`src/rtl/suart_pkg.sv`:
```
package suart_pkg;
    localparam int BUS_W      = 32;
    localparam int ADDR_W     = 5;
    localparam int DIV_W      = 21;
    localparam int MIN_DIV    = 16;
    localparam int BYTE_W     = 8;
    localparam int N_FLAG     = 4;
    localparam int CTRL_W     = 6;

    localparam logic [ADDR_W-1:0] OFF_DATA  = 5'h00;
    localparam logic [ADDR_W-1:0] OFF_STATE = 5'h04;
    localparam logic [ADDR_W-1:0] OFF_CTRL  = 5'h08;
    localparam logic [ADDR_W-1:0] OFF_INT   = 5'h0C;
    localparam logic [ADDR_W-1:0] OFF_BAUD  = 5'h10;

    // Flag positions shared by STATE (overrun part) and INT
    localparam int F_TX    = 0;
    localparam int F_RX    = 1;
    localparam int F_TXOVR = 2;
    localparam int F_RXOVR = 3;

    // Control word, bit 0 at the bottom
    typedef struct packed {
        logic rxovr_ie;
        logic txovr_ie;
        logic rx_ie;
        logic tx_ie;
        logic rx_on;
        logic tx_on;
    } ctrl_t;

    typedef enum logic [1:0] {
        RX_IDLE,
        RX_START,
        RX_DATA,
        RX_STOP
    } rx_state_e;

    function automatic logic [DIV_W-1:0] floor_div(input logic [DIV_W-1:0] raw);
        return (raw < DIV_W'(MIN_DIV)) ? DIV_W'(MIN_DIV) : raw;
    endfunction
endpackage

```
`src/rtl/suart_tx.sv`:
```
module suart_tx
    import suart_pkg::*;
#(
    parameter int DW = DIV_W,
    parameter int BW = BYTE_W
) (
    input  logic          clk,
    input  logic          rst,
    input  logic          en,
    input  logic [DW-1:0] div,
    input  logic          wr,
    input  logic [BW-1:0] wr_byte,
    output logic          full,
    output logic          moved,
    output logic          ovr,
    output logic          txd
);
    localparam int CNT_W = $clog2(BW + 2);
    localparam logic [CNT_W-1:0] LAST_BIT = CNT_W'(BW + 1);

    logic [BW-1:0]    hold;
    logic             busy;
    logic [BW:0]      shreg;
    logic [CNT_W-1:0] bitno;
    logic [DW-1:0]    cyc;

    assign moved = en && !busy && full;
    assign ovr   = wr && full;

    always_ff @(posedge clk) begin
        if (rst) begin
            hold  <= '0;
            full  <= 1'b0;
            busy  <= 1'b0;
            shreg <= '1;
            bitno <= '0;
            cyc   <= '0;
            txd   <= 1'b1;
        end else begin
            if (moved)
                full <= 1'b0;
            if (wr && !full) begin
                hold <= wr_byte;
                full <= 1'b1;
            end

            if (!en) begin
                busy <= 1'b0;
                txd  <= 1'b1;
            end else if (moved) begin
                busy  <= 1'b1;
                txd   <= 1'b0;
                shreg <= {1'b1, hold};
                bitno <= '0;
                cyc   <= '0;
            end else if (busy) begin
                if (cyc == div - DW'(1)) begin
                    cyc <= '0;
                    if (bitno == LAST_BIT) begin
                        busy <= 1'b0;
                    end else begin
                        txd   <= shreg[0];
                        shreg <= {1'b1, shreg[BW:1]};
                        bitno <= bitno + CNT_W'(1);
                    end
                end else begin
                    cyc <= cyc + DW'(1);
                end
            end
        end
    end

    p_txd_idle_off_r10: assert property (@(posedge clk) disable iff (rst)
        !en |=> txd);

    p_full_drop_by_load_r7: assert property (@(posedge clk) disable iff (rst)
        $fell(full) |-> $past(en && !busy));
endmodule

```
`src/rtl/suart_rx.sv`:
```
module suart_rx
    import suart_pkg::*;
#(
    parameter int DW = DIV_W,
    parameter int BW = BYTE_W
) (
    input  logic          clk,
    input  logic          rst,
    input  logic          en,
    input  logic [DW-1:0] div,
    input  logic          rxd,
    input  logic          rd,
    output logic [BW-1:0] data,
    output logic          full,
    output logic          got,
    output logic          ovr
);
    localparam int IDX_W = $clog2(BW);
    localparam logic [IDX_W-1:0] TOP_IDX = IDX_W'(BW - 1);

    logic          s1, s2, prev;
    rx_state_e     st;
    logic [DW-1:0] cyc;
    logic [IDX_W-1:0] idx;
    logic [BW-1:0] sh;
    logic [DW-1:0] half;
    logic          fall;

    assign half = div >> 1;
    assign fall = prev && !s2;

    always_ff @(posedge clk) begin
        if (rst) begin
            s1   <= 1'b1;
            s2   <= 1'b1;
            prev <= 1'b1;
        end else begin
            s1   <= rxd;
            s2   <= s1;
            prev <= s2;
        end
    end

    always_ff @(posedge clk) begin
        if (rst) begin
            st   <= RX_IDLE;
            cyc  <= '0;
            idx  <= '0;
            sh   <= '0;
            data <= '0;
            full <= 1'b0;
            got  <= 1'b0;
            ovr  <= 1'b0;
        end else begin
            got <= 1'b0;
            ovr <= 1'b0;
            if (rd)
                full <= 1'b0;

            if (!en) begin
                st <= RX_IDLE;
            end else begin
                unique case (st)
                    RX_IDLE: begin
                        if (fall) begin
                            st  <= RX_START;
                            cyc <= '0;
                        end
                    end
                    RX_START: begin
                        if (cyc == half - DW'(1)) begin
                            cyc <= '0;
                            idx <= '0;
                            st  <= s2 ? RX_IDLE : RX_DATA;
                        end else begin
                            cyc <= cyc + DW'(1);
                        end
                    end
                    RX_DATA: begin
                        if (cyc == div - DW'(1)) begin
                            cyc <= '0;
                            sh  <= {s2, sh[BW-1:1]};
                            if (idx == TOP_IDX)
                                st <= RX_STOP;
                            else
                                idx <= idx + IDX_W'(1);
                        end else begin
                            cyc <= cyc + DW'(1);
                        end
                    end
                    RX_STOP: begin
                        if (cyc == div - DW'(1)) begin
                            st <= RX_IDLE;
                            if (s2) begin
                                if (full) begin
                                    ovr <= 1'b1;
                                end else begin
                                    data <= sh;
                                    full <= 1'b1;
                                    got  <= 1'b1;
                                end
                            end
                        end else begin
                            cyc <= cyc + DW'(1);
                        end
                    end
                    default: st <= RX_IDLE;
                endcase
            end
        end
    end

    p_rx_idle_off_r11: assert property (@(posedge clk) disable iff (rst)
        !en |=> (st == RX_IDLE));

    p_rx_load_needs_room_r5: assert property (@(posedge clk) disable iff (rst)
        got |-> !$past(full));
endmodule

```
`src/rtl/suart_irq.sv`:
```
module suart_irq
    import suart_pkg::*;
#(
    parameter int NF = N_FLAG
) (
    input  logic          clk,
    input  logic          rst,
    input  logic [NF-1:0] set,
    input  logic [NF-1:0] clr,
    output logic [NF-1:0] flags
);
    for (genvar i = 0; i < NF; i++) begin : g_flag
        always_ff @(posedge clk) begin
            if (rst)
                flags[i] <= 1'b0;
            else if (set[i])
                flags[i] <= 1'b1;
            else if (clr[i])
                flags[i] <= 1'b0;
        end

        p_flag_hold_r6: assert property (@(posedge clk) disable iff (rst)
            (flags[i] && !clr[i]) |=> flags[i]);
    end
endmodule

```
`src/rtl/suart_top.sv`:
```
module suart_top
    import suart_pkg::*;
#(
    parameter int AW = ADDR_W,
    parameter int DW = BUS_W,
    parameter int VW = DIV_W
) (
    input  logic          clk,
    input  logic          rst,
    input  logic          bus_en,
    input  logic          bus_we,
    input  logic [AW-1:0] bus_addr,
    input  logic [DW-1:0] bus_wdata,
    output logic [DW-1:0] bus_rdata,
    output logic          txd,
    input  logic          rxd,
    output logic          irq_tx,
    output logic          irq_rx,
    output logic          irq_ovr,
    output logic          irq_any
);
    ctrl_t          ctrl;
    logic [VW-1:0]  baud;
    logic [VW-1:0]  eff_div;
    logic           tx_ovr_st, rx_ovr_st;
    logic           wr, rd_data;
    logic [N_FLAG-1:0] int_set, int_clr, int_flags, state_clr;
    logic           tx_full, tx_moved, tx_ovr;
    logic           rx_full, rx_got, rx_ovr;
    logic [BYTE_W-1:0] rx_byte;
    logic           unused_hi;

    assign unused_hi = ^bus_wdata[DW-1:VW];

    assign wr        = bus_en && bus_we;
    assign rd_data   = bus_en && !bus_we && (bus_addr == OFF_DATA);
    assign eff_div   = floor_div(baud);
    assign state_clr = (wr && bus_addr == OFF_STATE) ? bus_wdata[N_FLAG-1:0] : '0;
    assign int_clr   = (wr && bus_addr == OFF_INT) ? bus_wdata[N_FLAG-1:0] : '0;

    always_ff @(posedge clk) begin
        if (rst) begin
            ctrl      <= '0;
            baud      <= VW'(MIN_DIV);
            tx_ovr_st <= 1'b0;
            rx_ovr_st <= 1'b0;
        end else begin
            if (wr && bus_addr == OFF_CTRL)
                ctrl <= ctrl_t'(bus_wdata[CTRL_W-1:0]);
            if (wr && bus_addr == OFF_BAUD)
                baud <= bus_wdata[VW-1:0];
            if (tx_ovr)
                tx_ovr_st <= 1'b1;
            else if (state_clr[F_TXOVR])
                tx_ovr_st <= 1'b0;
            if (rx_ovr)
                rx_ovr_st <= 1'b1;
            else if (state_clr[F_RXOVR])
                rx_ovr_st <= 1'b0;
        end
    end

    suart_tx #(.DW(VW), .BW(BYTE_W)) u_tx (
        .clk     (clk),
        .rst     (rst),
        .en      (ctrl.tx_on),
        .div     (eff_div),
        .wr      (wr && bus_addr == OFF_DATA),
        .wr_byte (bus_wdata[BYTE_W-1:0]),
        .full    (tx_full),
        .moved   (tx_moved),
        .ovr     (tx_ovr),
        .txd     (txd)
    );

    suart_rx #(.DW(VW), .BW(BYTE_W)) u_rx (
        .clk  (clk),
        .rst  (rst),
        .en   (ctrl.rx_on),
        .div  (eff_div),
        .rxd  (rxd),
        .rd   (rd_data),
        .data (rx_byte),
        .full (rx_full),
        .got  (rx_got),
        .ovr  (rx_ovr)
    );

    always_comb begin
        int_set          = '0;
        int_set[F_TX]    = tx_moved && ctrl.tx_ie;
        int_set[F_RX]    = rx_got   && ctrl.rx_ie;
        int_set[F_TXOVR] = tx_ovr   && ctrl.txovr_ie;
        int_set[F_RXOVR] = rx_ovr   && ctrl.rxovr_ie;
    end

    suart_irq #(.NF(N_FLAG)) u_irq (
        .clk   (clk),
        .rst   (rst),
        .set   (int_set),
        .clr   (int_clr),
        .flags (int_flags)
    );

    assign irq_tx  = int_flags[F_TX];
    assign irq_rx  = int_flags[F_RX];
    assign irq_ovr = int_flags[F_TXOVR] | int_flags[F_RXOVR];
    assign irq_any = |int_flags;

    always_comb begin
        bus_rdata = '0;
        unique case (bus_addr)
            OFF_DATA:  bus_rdata[BYTE_W-1:0] = rx_byte;
            OFF_STATE: bus_rdata[N_FLAG-1:0] = {rx_ovr_st, tx_ovr_st, rx_full, tx_full};
            OFF_CTRL:  bus_rdata[CTRL_W-1:0] = ctrl;
            OFF_INT:   bus_rdata[N_FLAG-1:0] = int_flags;
            OFF_BAUD:  bus_rdata[VW-1:0]     = baud;
            default:   bus_rdata = '0;
        endcase
    end

    p_rxovr_sticky_r5: assert property (@(posedge clk) disable iff (rst)
        ($past(rx_ovr_st) && !$past(state_clr[F_RXOVR])) |-> rx_ovr_st);

    p_txovr_sticky_r4: assert property (@(posedge clk) disable iff (rst)
        ($past(tx_ovr_st) && !$past(state_clr[F_TXOVR])) |-> tx_ovr_st);

    p_div_floor_r12: assert property (@(posedge clk) disable iff (rst)
        eff_div >= VW'(MIN_DIV));
endmodule

```
`config.mk`:
```
export PLATFORM = sky130hd
export DESIGN_NAME = suart_top
export DESIGN_NICKNAME = d
export VERILOG_FILES = /design/src/rtl/suart_pkg.sv /design/src/rtl/suart_tx.sv /design/src/rtl/suart_rx.sv /design/src/rtl/suart_irq.sv /design/src/rtl/suart_top.sv
export SDC_FILE = /design/constraint.sdc
export NUM_CORES = 1
export LEC_CHECK = 0
export BUFFER_PORTS_ARGS = -buffer_cell sky130_fd_sc_hd__buf_4
export CAP_MARGIN = 10
export CORE_AREA = 3 3 145 147
export DETAILED_ROUTE_END_ITERATION = 10
export DIE_AREA = 0 0 148 150
export PLACE_DENSITY = 0.71
export SETUP_SLACK_MARGIN = 0.4
export SLEW_MARGIN = 5
export SYNTH_ARGS = -nofsm -noshare
export SYNTH_HDL_FRONTEND = slang
export SYNTH_SLANG_ARGS = --single-unit
```
`constraint.sdc`:
```
create_clock -name clk -period 7.1 [get_ports clk]
set_input_delay 0.71 -clock clk [delete_from_list [all_inputs] [get_ports clk]]
set_output_delay 0.71 -clock clk [all_outputs]
set_load 0.01 [all_outputs]
```
After elaboration in Yosys (flattened, before gate mapping)
Cells that the tools add are included.
W data, S select, Z words.
- register bits after elaboration: 126
- bits of input ports: 42
- output and inout bits: 37
- logic and storage cells: 174
- add/sub/neg operators: 6
- equality and inequality tests: 20
- reduce and logical (&&, ||, !) cells: 45
- multiplexer cells: 64
- magnitude comparators: 1
- bitwise gates (word level): 7
- operator list (operator ; count):
    $mux W21 ; 8
    $pmux W21 S4 ; 1
    $eq A21 B21 Y1 ; 3
    $add A21 B1 Y21 const B ; 2
    $mux W9 ; 4
    $mux W1 ; 30
    $mux W4 ; 6
    $lt A21 B5 Y1 const B ; 1
    $sub A20 B1 Y21 const B ; 1
    $sub A21 B1 Y21 const B ; 1
    $pmux W4 S5 ; 1
    $reduce_bool A2 Y1 ; 10
    $logic_and A1 B1 Y1 ; 17
    $reduce_and A5 Y1 ; 3
    $mux W13 ; 1
    $mux W2 ; 6
    $eq A5 B4 Y1 const B ; 2
    $ne A2 B1 Y1 const B ; 5
    $mux W3 ; 3
    $reduce_and A3 Y1 ; 3
    $pmux W2 S4 ; 1
    $ne A2 B2 Y1 const B ; 3
    $not A1 Y1 ; 6
    $pmux W2 S3 ; 1
    19 further kinds ; 24

Longest topological paths before layout
- depth in word-level cells: 9
- mapped depth: 21
- gate-level depth less buffers: 14

Hierarchy
Synthesis repeated with hierarchy kept, for this count alone.
- cells, all modules: 1036
- area total of the unflattened synthesis: 8598.2 um^2
- modules (own cells, without submodules) (module ; instances ; cells an instance ; area an instance (um^2) ; seq. area each (um^2)):
    suart_rx ; 1 ; 472 ; 3786.1 ; 960.9
    suart_tx ; 1 ; 319 ; 2707.6 ; 880.8
    suart_top ; 1 ; 229 ; 1964.4 ; 580.6
    suart_irq ; 1 ; 16 ; 140.1 ; 80.1

Worst setup path after synthesis
No wires, ideal clock.
- path type: reg-to-reg
- from: reg baud[17]
- to: reg u_rx.cyc[11]
- stages on the path, launching flop included: 20
- required time: 6971 ps
- path buffers: 5
- setup time: 129 ps
- arrival: 5160 ps
- clock period less this slack: 5289 ps
- setup slack: 1811 ps
- cells stage by stage: dfxtp_1 clkbuf_1 nor3_1 and3_1 clkbuf_1 clkbuf_1 nand2_1 nand2_1 ha_1 or3b_1 or4_1 a22oi_1 nand4_1 or4_1 or4_1 o41a_1 buf_6 buf_12 o211ai_2 o211ai_1
- cells in the longest elaborated chain, start to end: 6
- elaborated cells on any way between the ends: 11
- those cells by class: add/sub (2); order compare (1); eq/ne (3); mux (4); reduce/logical (1)
- RTL lines (what ; line ; RTL):
    start: declaration ; suart_top.sv:23 ; logic [VW-1:0] baud;
    start signal: assignment ; suart_top.sv:44 ; baud <= VW'(MIN_DIV);
    start signal: assignment ; suart_top.sv:51 ; baud <= bus_wdata[VW-1:0];
    $lt A21 B5 Y1 ; suart_pkg.sv:40 ; return (raw < DIV_W'(MIN_DIV)) ? DIV_W'(MIN_DIV) : raw;
    $mux W21 (*) ; suart_pkg.sv:40 ;
    $sub A21 B1 Y21 / $sub A20 B1 Y21 (equally long branches) ; suart_rx.sv:80, suart_rx.sv:92, suart_rx.sv:71 ;
    $eq A21 B21 Y1, on equally long branches ; suart_rx.sv:80, suart_rx.sv:92, suart_rx.sv:71 ;
    $mux W21 (tied with other cells) ; suart_rx.sv:80 ; if (cyc == div - DW'(1)) begin
    $pmux W21 S4 / $reduce_and A3 Y1 (equally long branches) ; n/a ;
    end signal: assignment ; suart_rx.sv:76 ; cyc <= cyc + DW'(1);
    end signal: assignment ; suart_rx.sv:88 ; cyc <= cyc + DW'(1);
    end signal: assignment ; suart_rx.sv:104 ; cyc <= cyc + DW'(1);
    end: declaration ; suart_rx.sv:23 ; logic [DW-1:0] cyc;
Every way passes the cells marked *; elsewhere a longest branch is shown, timed or not.
A chain may end at the register's enable or synchronous reset.

Final worst setup path
- from: reg baud[18]
- to: reg u_rx.cyc[16]
Same word-level chain as after synthesis.

==> out/results.tsv <==
metric	value	unit
minimum clock period	6.25	ns
critical path launch point type	register	
global route overflow	0	
Die Area	22200	um^2
Post-CTS Setup Inserts	0	
Max Cap Viol	0	
Post-Syn Area	8850	um^2
Core ar.	20000	um^2
CTS tree	yes	
drt total wl	28.5	mm
initial antenna violation count	0	
Die W	148	um
Iter 0 DRT Violations	939	
clk root buf	clkbuf_16	
top_reg_cell synth	dfxtp_1	
RD Place Congestion	1.03	
Seq/Total Area, Yosys	28.3	%
DRC viols	0	
n_diodes	0	
nets	1216	
Post-Route Utilization	50.0	%
Port Buffers	56	
CTS-repair resized insts	0	
clk_skew	0.0139	ns
P_leak	0.00365	uW
DIE HEIGHT	150	um
final setup fails	0	
Initial Utilization	44.1	%
post-synth top area share	28.3	%
IO Pins	79	
largest net degree at the start of global routing	60	
Syn Area/Cell	7.65	um^2
WL per Instance	19.7	um
global-route wire length before repair	44.9	mm
Worst VDD drop	172	uV
final hold violation count	0	
largest area contributor in the netlist	dfxtp_1	
Max Fclk	160	MHz
H-tree depth	4	
Post-CTS Hold Buffers	0	
status	completed	
hpwl dp	20.8	mm
clock input transition at the sequential cells of the worst setup and hold paths	0.06	ns
layout cells sized above 1	12.9	%
WHS Path Cells	1	
routed vias	8936	
DRT antenna net count	0	
Total GRT Usage	25.5	%
Async S/R FF share, synth	0	%
drt pass-1 iters	5	
Vias/cell	6.17	
final worst path period share	88.1	%
Max-slew headroom	23.2	%
Clock Path Buffers	2	
Rows	52	
power per cell area	171	nW/um^2
clock sink count	125	
CP Capture Type	register	
Final TNS setup	0	ns
Worst EP arrival	6.56	ns
area delta synth->final	13.2	%
Crit Path Max Fanout	11	
critical path data required time	7.41	ns
Filler Cells Inserted	2001	
Synth Register Bits	125	
RSZ-0062 raised after global routing	false	
EDFF count, synth	0	
Slew Viols, Final	0	
worst-margin pin slew	1.15	ns
Hold Crit Class	reg2reg	
total CTS buffers	17	
Mapped Cells	1157	
vias in the first global route	8181	
worst skew pair latency	0.44	ns
main area contributors after synthesis	dfxtp_1, nand2_1, nor2_1	
WS Path Type	reg2reg	
YS warnings	0	
R2R depth	14	
Synth cell types	84	
[cells in the final DEF (no fill, tap or decap), drive strengths merged, types with 11 or more instances in the layout]
| cell | instances |
|---|---|
| a211oi | 12 |
| a21oi | 62 |
| and2 | 35 |
| and3 | 17 |
| buf | 83 |
| clkbuf | 17 |
| conb | 11 |
| dfxtp | 125 |
| inv | 25 |
| mux2i | 36 |
| nand2 | 134 |
| nand3 | 41 |
| nand4 | 36 |
| nor2 | 113 |
| nor2b | 11 |
| nor3 | 36 |
| nor4 | 30 |
| o211ai | 14 |
| o21ai | 55 |
| o221ai | 13 |
| o31ai | 12 |
| or2 | 11 |
| or3 | 14 |
| xnor2 | 43 |
| xor2 | 38 |
[worst max-delay path: stages (launching register included)]
cell      delay (ns)
dfxtp_1         0.46
nor3_1          0.82
nand3_1         0.19
o21ai_0         0.49
ha_1            0.43
or3b_1          0.43
or4_1           0.56
a22oi_1         0.30
nand4_1         0.14
or4_1           0.57
or4_1           0.61
o41a_1          0.58
buf_4           0.26
o221ai_1        0.18
o21ai_0         0.10
[state kept, by name (all words and copies together), names as in the netlist, 4 cells and up, named ones only]
register / cells
u_tx.shreg: 8
u_rx.cyc: 21
u_tx.bitno: 4
u_rx.sh: 8
ctrl: 6
u_rx.data: 8
u_irq.flags: 4
u_tx.hold: 8
baud: 21
u_tx.cyc: 21
[final cells by class]
class                           instances  area, um^2  share of cell area [%]
Clock buffer                           17         425                    4.25
Inverter                               18        67.6                   0.675
Tap cell                              270         338                    3.37
Timing Repair Buffer                   83         623                    6.22
Clock inverter                         15         198                    1.97
Multi-Input combinational cell        921        5860                    58.5
Sequential cell                       125        2500                    25.0
[kinds of logic (layout without fill, tap and decap cells)]
family / Yosys count / count (layout) / synth area share, %
fa+ha+maj: 8 / 8 / 1.13
compound gates: 243 / 243 / 19.2
buf+inv: 121 / 133 / 6.08
flops: 125 / 125 / 28.3
xor+xnor: 89 / 89 / 10.1
simple gates: 532 / 532 / 30.8
other cells: 1 / 11 / 0.0424
mux: 38 / 38 / 4.33
[through the flow]
step	setup WS, ns	instances	area (um^2)	total power (uW)	hold slack, ns
5_1_grt	0.702	1449	10000	1760	0.421
3_5_place_dp	1.07	1417	9390	796	0.393
3_3_place_gp	1.13	1417	9390	796	0.400
4_1_cts	1.05	1449	10000	1730	0.407
2_1_floorplan	1.81	1167	8880	769	0.389
6_report	0.847	1449	10000	1720	0.409
[power breakdown]
group | switching (uW) | total, uW | internal, uW
logic | 47.5 | 75.0 | 27.5
clock network | 368 | 932 | 564
registers | 4.41 | 708 | 703
total | 420 | 1720 | 1290
[Yosys cell counts, drive strengths merged (5+ instances only)]
cell type / instances
o221ai: 13
o21ai: 55
buf: 30
or2: 11
mux2i: 36
nand2: 134
a311oi: 5
nor4b: 6
nand4b: 5
clkbuf: 73
nand3: 41
a211oi: 12
and3: 17
and2: 35
xnor3: 7
ha: 8
a22oi: 8
nor2: 113
dfxtp: 125
nand2b: 8
or3: 14
a21oi: 62
o2111ai: 5
o211ai: 14
and4: 8
o31ai: 12
xnor2: 43
nor2b: 11
xor2: 38
nand4: 36
nand3b: 5
nor4: 30
nor3: 36
or4: 8
o31a: 5
inv: 17
a31oi: 10
[metal layers]
layer  up-vias  share of wire, %  track usage, %
met5         -                 0               0
met4         0               3.5            8.91
met3        65               8.5            4.69
met2       457                44            39.0
met1      4218                44            36.0
li1       4196                 -               -
[final timing paths]
kind,startpoint,endpoint,slack [ns]
max,baud[18],u_rx.cyc[16],0.85
min reg2reg,u_rx.s1,u_rx.s2,0.41
max reg2reg,baud[18],u_rx.cyc[16],0.85
min,u_rx.s1,u_rx.s2,0.41
No activity file was read; power rests on OpenSTA's default activity.
